**src/rtl/fpx_pkg.sv**
```systemverilog
// Shared definitions for the floating-point exception status unit.
// Assumes single-precision style encodings, sized through module parameters.
package fpx_pkg;
    localparam int STAT_W    = 16;
    localparam int BIT_DZ    = 9;
    localparam int BIT_UNF   = 10;
    localparam int BIT_OVF   = 11;
    localparam int BIT_OPERR = 12;
    localparam int BIT_SNAN  = 13;
    localparam int BIT_NAN   = 14;

    typedef enum logic [1:0] {
        CLS_ARITH = 2'd0,
        CLS_ABS   = 2'd1,
        CLS_F2I   = 2'd2,
        CLS_RSVD  = 2'd3
    } op_class_e;

    typedef enum logic [1:0] {
        RM_NEAR = 2'd0,
        RM_ZERO = 2'd1,
        RM_UP   = 2'd2,
        RM_DOWN = 2'd3
    } rmode_e;

    typedef enum logic [1:0] {
        OVR_NONE    = 2'd0,
        OVR_QNAN    = 2'd1,
        OVR_ALLONES = 2'd2,
        OVR_SAT     = 2'd3
    } ovr_kind_e;

    typedef struct packed {
        logic nan;
        logic snan;
        logic operr;
        logic ovf;
        logic unf;
    } fp_flags_t;
endpackage

```
**src/rtl/fpx_classify.sv**
```systemverilog
// Combinational outcome classifier: turns one operation's indications into
// the five floating-point flags and the kind of result override needed.
// Assumes a snan indication also counts as a NaN, and biased signed exponents.
module fpx_classify
    import fpx_pkg::*;
#(
    parameter int EXP_W = 8,
    localparam int XW   = EXP_W + 2
) (
    input  op_class_e             cls,
    input  logic                  a_nan,
    input  logic                  a_snan,
    input  logic                  b_nan,
    input  logic                  b_snan,
    input  logic                  a_inf,
    input  logic                  b_inf,
    input  logic                  invalid,
    input  logic                  mag_zero,
    input  logic signed [XW-1:0]  exp_unrnd,
    input  logic signed [XW-1:0]  exp_rnd,
    output fp_flags_t             flags,
    output ovr_kind_e             kind
);
    localparam int EXP_TOP = (1 << EXP_W) - 1;
    localparam logic signed [XW-1:0] EXP_TOP_S = XW'(EXP_TOP);

    logic any_snan, any_nan, any_inf, is_conv, is_abs, inv_hit, nan_out;
    logic unf_raw, ovf_raw;

    // Operand summaries shared by every class.
    always_comb begin
        any_snan = a_snan | b_snan;
        any_nan  = a_nan | b_nan | any_snan;
        any_inf  = a_inf | b_inf;
        is_conv  = (cls == CLS_F2I);
        is_abs   = (cls == CLS_ABS);
        inv_hit  = invalid & ~is_conv & ~is_abs;
        nan_out  = any_nan | inv_hit;
        unf_raw  = ~mag_zero & (exp_unrnd <= XW'(0));
        ovf_raw  = (exp_rnd >= EXP_TOP_S);
    end

    // Flag and override selection with NaN outcomes taking precedence.
    always_comb begin
        flags = '0;
        kind  = OVR_NONE;
        if (is_conv) begin
            flags.nan  = any_nan;
            flags.snan = any_snan;
            kind       = any_nan ? OVR_ALLONES : OVR_NONE;
        end else begin
            flags.snan  = any_snan;
            flags.operr = inv_hit;
            flags.nan   = nan_out;
            flags.unf   = ~nan_out & ~any_inf & unf_raw;
            flags.ovf   = ~nan_out & ~any_inf & ovf_raw;
            if (nan_out)        kind = OVR_QNAN;
            else if (flags.ovf) kind = OVR_SAT;
        end
    end
endmodule

```
**src/rtl/fpx_ovf_select.sv**
```systemverilog
// Override word generator: builds the replacement result for the kind chosen
// by the classifier, using rounding mode and sign for overflow.
// Assumes IEEE layout sign | exponent | mantissa.
module fpx_ovf_select
    import fpx_pkg::*;
#(
    parameter int EXP_W  = 8,
    parameter int MANT_W = 23,
    localparam int W     = 1 + EXP_W + MANT_W
) (
    input  ovr_kind_e       kind,
    input  rmode_e          rmode,
    input  logic            sign,
    output logic [W-1:0]    word
);
    logic [W-1:0] w_inf, w_max, w_qnan;
    logic         pick_inf;

    // Fixed encodings for the candidate words.
    always_comb begin
        w_inf  = {sign, {EXP_W{1'b1}}, {MANT_W{1'b0}}};
        w_max  = {sign, {(EXP_W-1){1'b1}}, 1'b0, {MANT_W{1'b1}}};
        w_qnan = {1'b0, {EXP_W{1'b1}}, {MANT_W{1'b1}}};
    end

    // Rounding-direction decision: infinity or saturate to largest finite.
    always_comb begin
        unique case (rmode)
            RM_NEAR: pick_inf = 1'b1;
            RM_ZERO: pick_inf = 1'b0;
            RM_UP:   pick_inf = ~sign;
            RM_DOWN: pick_inf = sign;
            default: pick_inf = 1'b1;
        endcase
    end

    // Final word per override kind.
    always_comb begin
        unique case (kind)
            OVR_QNAN:    word = w_qnan;
            OVR_ALLONES: word = {W{1'b1}};
            OVR_SAT:     word = pick_inf ? w_inf : w_max;
            default:     word = '0;
        endcase
    end
endmodule

```
**src/rtl/fpx_flag_reg.sv**
```systemverilog
// Flag and override storage: floating-point operations overwrite the five
// flags, the divide-by-zero bit follows software writes and is cleared by
// floating-point operations; override outputs last one cycle.
// Assumes fp_op is already qualified by the strobe and the float tag.
module fpx_flag_reg
    import fpx_pkg::*;
#(
    parameter int W = 32
) (
    input  logic        clk,
    input  logic        rst_n,
    input  logic        fp_op,
    input  logic        dz_wr_en,
    input  logic        dz_wr_val,
    input  fp_flags_t   new_flags,
    input  logic        new_ovr,
    input  logic [W-1:0] new_word,
    output fp_flags_t   flags_q,
    output logic        dz_q,
    output logic        ovr_q,
    output logic [W-1:0] word_q
);
    // Five floating-point flags: replaced by each floating-point operation.
    always_ff @(posedge clk) begin
        if (!rst_n)     flags_q <= '0;
        else if (fp_op) flags_q <= new_flags;
    end

    // Divide-by-zero: a software write wins over the clear by an operation.
    always_ff @(posedge clk) begin
        if (!rst_n)        dz_q <= 1'b0;
        else if (dz_wr_en) dz_q <= dz_wr_val;
        else if (fp_op)    dz_q <= 1'b0;
    end

    // Override outputs: valid only in the cycle after an overriding operation.
    always_ff @(posedge clk) begin
        if (!rst_n) begin
            ovr_q  <= 1'b0;
            word_q <= '0;
        end else begin
            ovr_q  <= fp_op & new_ovr;
            word_q <= (fp_op & new_ovr) ? new_word : '0;
        end
    end

    a_r2_dz_cleared_by_op: assert property (@(posedge clk) disable iff (!rst_n)
        (fp_op && !dz_wr_en) |=> !dz_q);
    a_r2_dz_write_loads: assert property (@(posedge clk) disable iff (!rst_n)
        dz_wr_en |=> (dz_q == $past(dz_wr_val)));
    a_r10_no_ovr_when_idle: assert property (@(posedge clk) disable iff (!rst_n)
        !fp_op |=> (!ovr_q && word_q == '0));
endmodule

```
**src/rtl/fpx_status_unit.sv**
```systemverilog
// Floating-point exception status unit (top). Registers the six status flags
// at their fixed positions and the result override for each operation.
// Assumes the datapath supplies rounded/unrounded exponents and operand kinds.
module fpx_status_unit
    import fpx_pkg::*;
#(
    parameter int EXP_W  = 8,
    parameter int MANT_W = 23,
    localparam int XW    = EXP_W + 2,
    localparam int W     = 1 + EXP_W + MANT_W
) (
    input  logic                 clk,
    input  logic                 rst_n,
    input  logic                 op_valid,
    input  logic                 op_is_float,
    input  logic [1:0]           op_class,
    input  logic                 src_a_nan,
    input  logic                 src_a_snan,
    input  logic                 src_b_nan,
    input  logic                 src_b_snan,
    input  logic                 src_a_inf,
    input  logic                 src_b_inf,
    input  logic                 op_invalid,
    input  logic                 mag_zero,
    input  logic                 res_sign,
    input  logic [XW-1:0]        exp_unrnd,
    input  logic [XW-1:0]        exp_rnd,
    input  logic [1:0]           rnd_mode,
    input  logic                 dz_wr_en,
    input  logic                 dz_wr_val,
    output logic [STAT_W-1:0]    status,
    output logic                 res_ovr,
    output logic [W-1:0]         res_word
);
    fp_flags_t    cls_flags, flags_q;
    ovr_kind_e    kind;
    logic [W-1:0] sel_word;
    logic         fp_op, dz_q;

    // Qualified floating-point operation strobe.
    assign fp_op = op_valid & op_is_float;

    fpx_classify #(.EXP_W(EXP_W)) u_classify (
        .cls       (op_class_e'(op_class)),
        .a_nan     (src_a_nan),
        .a_snan    (src_a_snan),
        .b_nan     (src_b_nan),
        .b_snan    (src_b_snan),
        .a_inf     (src_a_inf),
        .b_inf     (src_b_inf),
        .invalid   (op_invalid),
        .mag_zero  (mag_zero),
        .exp_unrnd ($signed(exp_unrnd)),
        .exp_rnd   ($signed(exp_rnd)),
        .flags     (cls_flags),
        .kind      (kind)
    );

    fpx_ovf_select #(.EXP_W(EXP_W), .MANT_W(MANT_W)) u_select (
        .kind  (kind),
        .rmode (rmode_e'(rnd_mode)),
        .sign  (res_sign),
        .word  (sel_word)
    );

    fpx_flag_reg #(.W(W)) u_regs (
        .clk       (clk),
        .rst_n     (rst_n),
        .fp_op     (fp_op),
        .dz_wr_en  (dz_wr_en),
        .dz_wr_val (dz_wr_val),
        .new_flags (cls_flags),
        .new_ovr   (kind != OVR_NONE),
        .new_word  (sel_word),
        .flags_q   (flags_q),
        .dz_q      (dz_q),
        .ovr_q     (res_ovr),
        .word_q    (res_word)
    );

    // Map stored flags onto their fixed status positions.
    always_comb begin
        status            = '0;
        status[BIT_DZ]    = dz_q;
        status[BIT_UNF]   = flags_q.unf;
        status[BIT_OVF]   = flags_q.ovf;
        status[BIT_OPERR] = flags_q.operr;
        status[BIT_SNAN]  = flags_q.snan;
        status[BIT_NAN]   = flags_q.nan;
    end

    a_r3_fixed_keeps_flags: assert property (@(posedge clk) disable iff (!rst_n)
        (op_valid && !op_is_float && !dz_wr_en) |=> ($stable(status) && !res_ovr));
    a_r6_ovf_has_override: assert property (@(posedge clk) disable iff (!rst_n)
        fp_op |=> (!status[BIT_OVF] || res_ovr));
    a_r7_operr_implies_nan: assert property (@(posedge clk) disable iff (!rst_n)
        status[BIT_OPERR] |-> status[BIT_NAN]);
    a_r9_conv_no_range_flags: assert property (@(posedge clk) disable iff (!rst_n)
        (fp_op && op_class == 2'd2) |=>
            !(status[BIT_OVF] || status[BIT_UNF] || status[BIT_OPERR]));
    a_r11_nan_excludes_range: assert property (@(posedge clk) disable iff (!rst_n)
        status[BIT_NAN] |-> !(status[BIT_OVF] || status[BIT_UNF]));
endmodule

```
**config.mk**
```make
export PLATFORM = sky130hd
export DESIGN_NAME = fpx_status_unit
export DESIGN_NICKNAME = d
export VERILOG_FILES = /design/src/rtl/fpx_pkg.sv /design/src/rtl/fpx_classify.sv /design/src/rtl/fpx_ovf_select.sv /design/src/rtl/fpx_flag_reg.sv /design/src/rtl/fpx_status_unit.sv
export SDC_FILE = /design/constraint.sdc
export NUM_CORES = 1
export LEC_CHECK = 0
export ABC_AREA = 1
export BUFFER_PORTS_ARGS = -buffer_cell sky130_fd_sc_hd__buf_4
export CAP_MARGIN = 20
export CORE_MARGIN = 2
export CORE_UTILIZATION = 30
export CTS_CLUSTER_DIAMETER = 40
export DETAILED_ROUTE_END_ITERATION = 8
export GPL_TIMING_DRIVEN = 0
export PLACE_DENSITY_LB_ADDON = 0.12
export SLEW_MARGIN = 30
export SYNTH_ARGS = -nofsm -noshare
export SYNTH_HDL_FRONTEND = slang
export SYNTH_HIERARCHICAL = 1
export SYNTH_SLANG_ARGS = --single-unit
export TNS_END_PERCENT = 5
```
**constraint.sdc**
```tcl
create_clock -name clk -period 1.61 [get_ports clk]
set_input_delay 0 -clock clk [delete_from_list [all_inputs] [get_ports clk]]
set_output_delay 0 -clock clk [all_outputs]
set_load 0.01 [all_outputs]
```
== After elaboration in Yosys (flattened, before gate mapping) ==
Index checks and enable logic that the tools add are counted.
Cells by class
  magnitude comparators: 2
  eq/ne operators: 8
  muxes and demuxes: 11
  bitwise operators: 19
  reductions and logical operators: 4
Operator list (count)
  case mux 32 bit (3 select lines): 1
  2-to-1 mux 24 bit: 1
  equality test 2 bit, second input constant: 5
  >= comparator 10 x 9 -> 1 bit, second input constant: 1
  <= comparator 10 x 1 -> 1 bit, second input constant: 1
  2-to-1 mux 2 bit: 5
  bitwise AND 1 bit: 8
  equality test 2 x 1 -> 1 bit, second input constant: 3
  inverter 1 bit: 6
  bitwise OR 1 bit: 5
  case mux 1 bit (4 select lines): 1
  nonzero test 2 bit: 2
  2-to-1 mux 3 bit: 1
  logical NOT 2 bit: 1
  2-to-1 mux 1 bit: 2
  AND reduction 2 bit: 1
Storage, ports and cells
  flip-flop bits (word level): 39
  input bits: 39

== Depth between registers and ports, before layout ==
Gate-level depths: netlist (run 1).
  word-level depth: 14
  depth in mapped cells: 14
  mapped depth without buffers: 13

== Cells and area by module ==
Netlist (run 1), hierarchy kept.
Modules (own cells, without submodules)
  fpx_flag_reg: instances 1, cells an instance 129, area each 1249.9 µm²
  fpx_ovf_select: instances 1, cells an instance 45, area each 285.3 µm²
  fpx_classify: instances 1, cells an instance 45, area each 222.7 µm²
  fpx_status_unit: instances 1, cells an instance 17, area each 105.1 µm²

== Worst setup path after synthesis (run 1) ==
No wires, ideal clock.
  path kind: in2reg
  start: input port src_a_snan
  end: register u_regs.word_q[18]
  arrival: 1518 ps
  data required time: 1549 ps
  path slack: 31 ps
  cell stages on the path: 12
  cells stage by stage: inv_1 -> nand2_2 -> nor2_4 -> nand3_2 -> o21ai_1 -> inv_1 -> nand2_2 -> nand2_1 -> inv_1 -> buf_4 -> inv_1 -> nor2_4
On the way
  elaborated cells between the ends (all ways): 17
RTL lines
  start, declared: RTL line fpx_status_unit.sv:18  | input logic src_a_snan,
  bitwise OR 1 bit (*): RTL line fpx_classify.sv:32  | any_snan = a_snan | b_snan;
  net u_classify.any_snan: RTL line fpx_classify.sv:27  | logic any_snan, any_nan, any_inf, is_conv, is_abs, inv_hit, nan_out;
  bitwise OR 1 bit (*): RTL line fpx_classify.sv:33  | any_nan = a_nan | b_nan | any_snan;
  bitwise OR 1 bit: RTL line fpx_classify.sv:38  | nan_out = any_nan | inv_hit;
  inverter 1 bit: RTL line fpx_classify.sv:56  | flags.ovf = ~nan_out & ~any_inf & ovf_raw;
  bitwise AND 1 bit (2 in a row): RTL line fpx_classify.sv:56
  2-to-1 mux 2 bit: RTL line fpx_classify.sv:58  | else if (flags.ovf) kind = OVR_SAT;
  2-to-1 mux 2 bit: RTL line fpx_classify.sv:57  | if (nan_out) kind = OVR_QNAN;
  2-to-1 mux 2 bit (*): RTL line fpx_classify.sv:47  | if (is_conv) begin
  net kind[1]: RTL line fpx_status_unit.sv:36  | ovr_kind_e kind;
  equality test 2 bit or equality test 2 x 1 -> 1 bit (tied branches): RTL line fpx_ovf_select.sv:39  | unique case (kind)
  case mux 32 bit (3 select lines) (*): RTL line fpx_ovf_select.sv:39
  net sel_word[18]: RTL line fpx_status_unit.sv:37  | logic [W-1:0] sel_word;
  end signal, assigned: RTL line fpx_flag_reg.sv:43  | word_q <= (fp_op & new_ovr) ? new_word : '0;
  end, declared: RTL line fpx_flag_reg.sv:21  | output logic [W-1:0] word_q
Mark *: on every way through the listed nets, which the timed path passes. The rest lies on a longest branch.
A chain may end at the register's enable or synchronous reset.

== Worst setup path in the final report (run 1) ==
  start: input port src_a_snan
  end: register u_regs.word_q[3]
The elaborated chain is that of the path after synthesis.

==> flow_metrics.py, run 1 <==
metrics = {
    "run_status": {
        "outcome": "completed",
    },
    "yosys": {
        "synthAdderAreaFrac_pct": 0,
        "synth.top_cell.area_share_pct": 41.9,
        "yosysUniqueCellTypes": 19,
        "yosysTopAreaCell": "dfxtp_1",
        "synth-seq-cells": 39,
        "synthSimpleGateAreaFrac_pct": 27.1,
        "ys_seq_area_share_pct": 41.9,
        "synth_top_family_by_area": "buffers and inverters",
        "synthTopCellsByArea": "dfxtp_1 42%, buf_4 16%, inv_1 10%, nor2_2 9.7%, nor2_1 5.0%",
        "yosys_warnings": 6,
        "syn-cell-area_mm2": 0.00186,
        "synth_cells": 236,
        "synth_area_per_cell_um2": 7.89,
        "yosys-mux-area-fraction_pct": 0,
        "synth_xor_area_share_pct": 0,
        "synth_compound_area_share_pct": 2.42,
    },
    "clock_network": {
        "root_buffer": "clkbuf_8",
        "clock_latency_ns": 0.29,
        "cts.clk_slew.worst_paths_ns": 0.07,
        "clockBufferDepth": 2,
        "h-tree-depth": 2,
        "cts_num_sinks": 39,
        "cts_tree": "yes",
        "cts_buffers": 5,
    },
    "cells_and_area": {
        "nets": 374,
        "final_util_pct": 45.8,
        "diodes": 0,
        "postLayoutCellArea_mm2": 0.00273,
        "area_growth_syn_to_layout_pct": 46.3,
        "drive_gt1_share_pct": 52.7,
    },
    "detailed_routing": {
        "routedWlPerCell_um": 8.79,
        "dr.pass1.iters": 4,
        "vias_per_cell": 3.69,
        "num_vias": 1518,
        "drt_wl_total_um": 3610,
        "drcViolationCount": 0,
        "antenna_left": 0,
        "drt_iter0_markers": 40,
    },
    "grt": {
        "grt_max_degree": 24,
        "grtUsageTotal_pct": 10.6,
        "first_global_vias": 1444,
        "grt_pass1_wl_um": 6030,
        "grt_antenna_before_repair": 0,
        "gr-total-overflow": 0,
    },
    "pwr": {
        "power.total_uw": 2130,
        "pwr_density_cell_mw_per_mm2": 780,
        "peakVddDrop_mv": 0.375,
        "power.leakage_uw": 0.00158,
    },
    "timing": {
        "fmax_ghz": 0.725,
        "clock_skew_ns": 0,
        "fin_crit_sh_pct": 85.7,
        "setup_viol": 0,
        "tns_ns": 0,
        "rsz0062_at_grt": "no",
        "finalCriticalPeriod_ns": 1.38,
        "hold_viol_final": 0,
        "slew_viol_final": 0,
    },
    "worst_setup_path": {
        "worstSetupPathType": "input port to register",
        "rrSetupSlack_ns": 0.47,
        "cp_slowest_cell": "o21ai_2",
        "slowest_delay_ns": 0.23,
        "arrival_ns": 1.57,
        "crit_chain": "buf_4 > inv_1 > nand2_2 > nor2_4 > nand3_2 > o21ai_2 > nand2_1 > inv_1 > nand3_2 > nand2_4 > clkinvlp_4 > buf_4 > buf_4 > inv_1 > nor2_2",
        "end_kind": "register",
        "critical_path_required_ns": 1.80,
        "cp-start-kind": "input port",
        "critPathMaxFanout": 11,
    },
    "place": {
        "gp_congestion": 0.686,
        "io_buffers": 77,
        "postPlaceCellArea_mm2": 0.00257,
        "place_hpwl_um": 2620,
    },
    "floorplanning": {
        "die_w_um": 82.8,
        "start_util_pct": 31.3,
        "die_h_um": 82.8,
        "design.core.area_mm2": 0.00596,
        "num_io_pins": 88,
        "die_area_mm2": 0.00686,
        "num_rows": 28,
    },
    "flow_run": {
        "cap_violations": 0,
    },
    "hold_path": {
        "hold_class": "input port to register",
    },
}
[stage by stage]
step                setup slack, ns  cells  hold WS, ns
global placement             -0.414    397        0.226
CTS                          0.0111    408       0.0871
detailed placement           -0.469    397        0.229
global route                 0.0457    411        0.121
floorplan                    0.0309    245        0.117
finish                        0.230    411       0.0935
[power breakdown]
group          switching (uW)  total, uW  internal [uW]
logic                     212        472            260
clock network             334        637            302
registers                12.9       1020           1000
[per-layer routing]
metal  vias to the layer above  wire length (um)  GRT usage [%]
met4                         0                75           5.51
li1                        821                 -              -
met2                        52              1720           18.3
met5                         -                 0              0
met3                         9               275           3.78
met1                       636              1540           11.4
[sequential cells by signal, indices dropped and copies added, names as in the netlist]
signal / flops
u_regs/dz_q: 1
u_regs/flags_q: 5
u_regs/ovr_q: 1
u_regs/word_q: 32
[Yosys cell counts]
| master | count |
|---|---|
| o21ai_0 | 6 |
| nand2_2 | 4 |
| dfxtp_1 | 39 |
| o21ai_1 | 2 |
| buf_6 | 3 |
| nand2_1 | 22 |
| nand3_2 | 2 |
| nand3_1 | 2 |
| a21oi_1 | 1 |
| nor2_1 | 25 |
| conb_1 | 1 |
| buf_4 | 40 |
| inv_2 | 2 |
| nor2_2 | 29 |
| nor2_4 | 4 |
| inv_1 | 50 |
| nand3_4 | 2 |
| nor3_1 | 1 |
| nand4_1 | 1 |
[layout make-up]
type	count	area, um^2
tap	75	93.8
timing repair buffer	81	616
buffer	43	334
inverter	52	199
clock buffer	6	72.6
multi-input combinational	111	602
fill	633	3230
clock inverter	2	12.5
sequential	39	781
timing repair inverter	2	15.0
[placed cells by master (no fill, tap or decap), drive strengths merged]
master       synthesis  routed
nor3                 1       1
clkbuf               0       6
a21oi                1       1
inv                 52      51
clkinvlp             0       4
dlygate4sd3          0       3
dfxtp               39      39
nand2               26      26
conb                 1      10
nand4                1       1
buf                 43     121
nor2                58      58
nand3                6       6
o21ai                8       8
clkinv               0       1
[final timing paths]
path / from / endpoint / cells past startpoint
worst min register to register: u_regs/flags_q[3] / u_regs/flags_q[3] / 2
worst max register to register: u_regs/dz_q / u_regs/dz_q / 3
worst min-delay path: op_invalid / u_regs/flags_q[2] / 5
worst max-delay path: src_a_snan / u_regs/word_q[3] / 15
[timing repair]
| action | 4_1_cts | 5_1_grt |
|---|---|---|
| hold buffers | 3 | 0 |
| gates resized for setup | 3 | 4 |
| endpoints found under the setup margin | 23 | 22 |
| endpoints found under the hold margin | 5 | 0 |
| gates cloned | 0 | 2 |
| setup buffers | 0 | 1 |
[cells by family (layout without fill, tap and decap cells)]
family | after synthesis | count (layout)
AOI/OAI and AO/OA | 9 | 9
buffers and inverters | 95 | 186
other | 1 | 10
DFF | 39 | 39
and+or+nand+nor | 92 | 92
[worst max-delay path, delay by kind of cell]
kind                   cells  cell delay, ns
AND/OR/NAND/NOR            7            0.67
AO/OA/AOI/OAI              1            0.23
buffers and inverters      7            0.66
No activity file was read; power rests on OpenSTA's default activity.
==> run 2: changes to the inputs <==
Settings changed: CORE_UTILIZATION 30 to 43.
==> run 2 against run 1 <==
Net effect: via count fell by 2.1%; combinational power down 2%; sequential share of layout area grew 0.50 points.
==> flow_metrics.py, run 2 (synthesis results as in run 1) <==
metrics = {
    "floorplanning": {
        "num_io_pins": 88,
        "die_h_um": 69.8,
        "num_rows": 23,
        "start_util_pct": 45.6,
        "design.core.area_mm2": 0.00409,
        "die_w_um": 69.8,
        "die_area_mm2": 0.00487,
    },
    "run_status": {
        "outcome": "completed",
    },
    "cells_and_area": {
        "largest_reg_flops": 32,
        "reg_top3": "u_regs/word_q x32, u_regs/flags_q x5",
        "diodes": 0,
        "final_cell_mix": "118 x buf_4, 49 x inv_1, 39 x dfxtp_1",
        "nets": 373,
        "postLayoutCellArea_mm2": 0.00268,
        "area_growth_syn_to_layout_pct": 43.8,
        "final_common_cell": "buf_4",
        "drive_gt1_share_pct": 52.8,
        "regMostFlops": "u_regs/word_q",
        "fin_cells": 385,
    },
    "pwr": {
        "power.share.sequential_pct": 48.1,
        "power.total_uw": 2120,
        "power_switching_share_pct": 26.0,
        "p_clk_share_pct": 30.0,
        "p_switching_uw": 551,
        "peakVddDrop_mv": 0.474,
        "pwr-share-comb_pct": 21.9,
        "internal_power_uw": 1560,
        "pwr_density_cell_mw_per_mm2": 790,
        "power.leakage_uw": 0.00158,
    },
    "timing": {
        "whs_ns": 0.00880,
        "setup_viol": 0,
        "clock_skew_ns": 0,
        "slew_viol_final": 0,
        "finalCriticalPeriod_ns": 1.42,
        "setup_slack_ns": 0.192,
        "fmax_ghz": 0.705,
        "rsz0062_at_grt": "no",
        "hold_viol_final": 0,
        "fin_crit_sh_pct": 88.0,
    },
    "detailed_routing": {
        "drt_iter0_markers": 26,
        "antenna_left": 0,
        "vias_per_cell": 3.86,
        "drt_wl_total_um": 3240,
        "num_vias": 1486,
        "dr.pass1.iters": 4,
        "routedWlPerCell_um": 8.41,
        "drcViolationCount": 0,
    },
    "grt": {
        "grt_pass1_wl_um": 5500,
        "gr-total-overflow": 0,
        "grtUsageTotal_pct": 13.7,
        "grt_antenna_before_repair": 0,
        "grt_max_degree": 24,
        "first_global_vias": 1381,
    },
    "clock_network": {
        "root_buffer": "clkbuf_8",
        "cts_buffers": 5,
        "clockBufferDepth": 2,
        "clock_latency_ns": 0.28,
        "cts.clk_slew.worst_paths_ns": 0.08,
        "cts_tree": "yes",
        "h-tree-depth": 2,
        "cts_num_sinks": 39,
    },
    "worst_setup_path": {
        "critical_path_required_ns": 1.79,
        "crit_chain": "buf_4 > inv_1 > nand2_2 > nor2_4 > nand3_2 > o21ai_2 > nand2_1 > inv_1 > nand3_2 > nand2_2 > clkinvlp_4 > buf_4 > buf_4 > inv_1 > nor2_2",
        "end_kind": "register",
        "arrival_ns": 1.60,
        "r2r_start": "u_regs/dz_q",
        "critPathMaxFanout": 11,
        "slowest_delay_ns": 0.22,
        "worstSetupPathType": "input port to register",
        "cp_slowest_cell": "o21ai_2",
        "cp-start-kind": "input port",
        "setup.worst_path.start": "src_a_snan",
    },
    "place": {
        "place_hpwl_um": 2500,
        "dp_cells": 372,
        "place_ws_ns": -0.437,
        "gp_congestion": 0.657,
        "io_buffers": 77,
        "postPlaceCellArea_mm2": 0.00254,
    },
    "hold_path": {
        "min_from": "rst_n",
        "hold_class": "input port to register",
    },
    "flow_run": {
        "cap_violations": 0,
    },
}
==> run 2: changes by cell type in the layout (fill, tap and decap cells not counted), sizes merged <==
cell | previous run | this run
dlygate4sd3 | 3 | 2
==> run 2: worst max-delay path, delay by kind of cell <==
kind / cells / cell delay, ns
and+or+nand+nor: 7 / 0.69
buffers and inverters: 7 / 0.68
AOI/OAI and AO/OA: 1 / 0.22
==> run 2: timing repair <==
action                                  in CTS  in global routing
gates cloned                                 0                  2
hold buffers                                 2                  0
buffers inserted                             0                  1
endpoints found under the hold margin        1                  0
gates resized for setup                      1                  5
endpoints found under the setup margin      23                 23
==> run 2: final timing paths <==
path                       endpoint  slack [ns]  cells past startpoint
setup / recovery  u_regs/word_q[21]        0.19                     15
hold / removal    u_regs/flags_q[0]       0.009                      3
setup reg to reg        u_regs/dz_q        0.47                      3
hold reg to reg   u_regs/flags_q[4]        0.51                      2
==> run 2: cell type report <==
class                   instances  area, um^2
plain buffers                  43         334
clock buffers                   6        72.6
clock inverters                 2        12.5
fillers                       380        1410
inverters                      52         199
multi-input cells             111         597
flip-flops and latches         39         781
well taps                      50        62.6
repair buffers                 80         606
repair inverters                2        15.0
==> run 2: per-layer routing <==
metal | global-route usage, % | wire, um | vias to the layer above
li1 | - | - | 818
met4 | 5.13 | 35 | 0
met5 | 0 | 0 | -
met2 | 25.5 | 1670 | 51
met3 | 4.07 | 287 | 5
met1 | 14.4 | 1250 | 612
==> run 2: power by group through the flow <==
stage                     logic [uW]  registers (uW)  clock network [uW]
after floorplan                  265            1060                   0
after global placement           441            1040                   0
after detailed placement         448            1040                   0
after CTS                        454            1020                 651
after global routing             511            1020                 697
final                            463            1020                 635
==> run 2: through the flow <==
step / util, % / TNS [ns]
after global routing: 65.6 / 0
after floorplan: - / 0
after global placement: 62.1 / -8.26
after detailed placement: 62.1 / -9.54
final: 65.6 / 0
after CTS: 64.8 / -0.0250
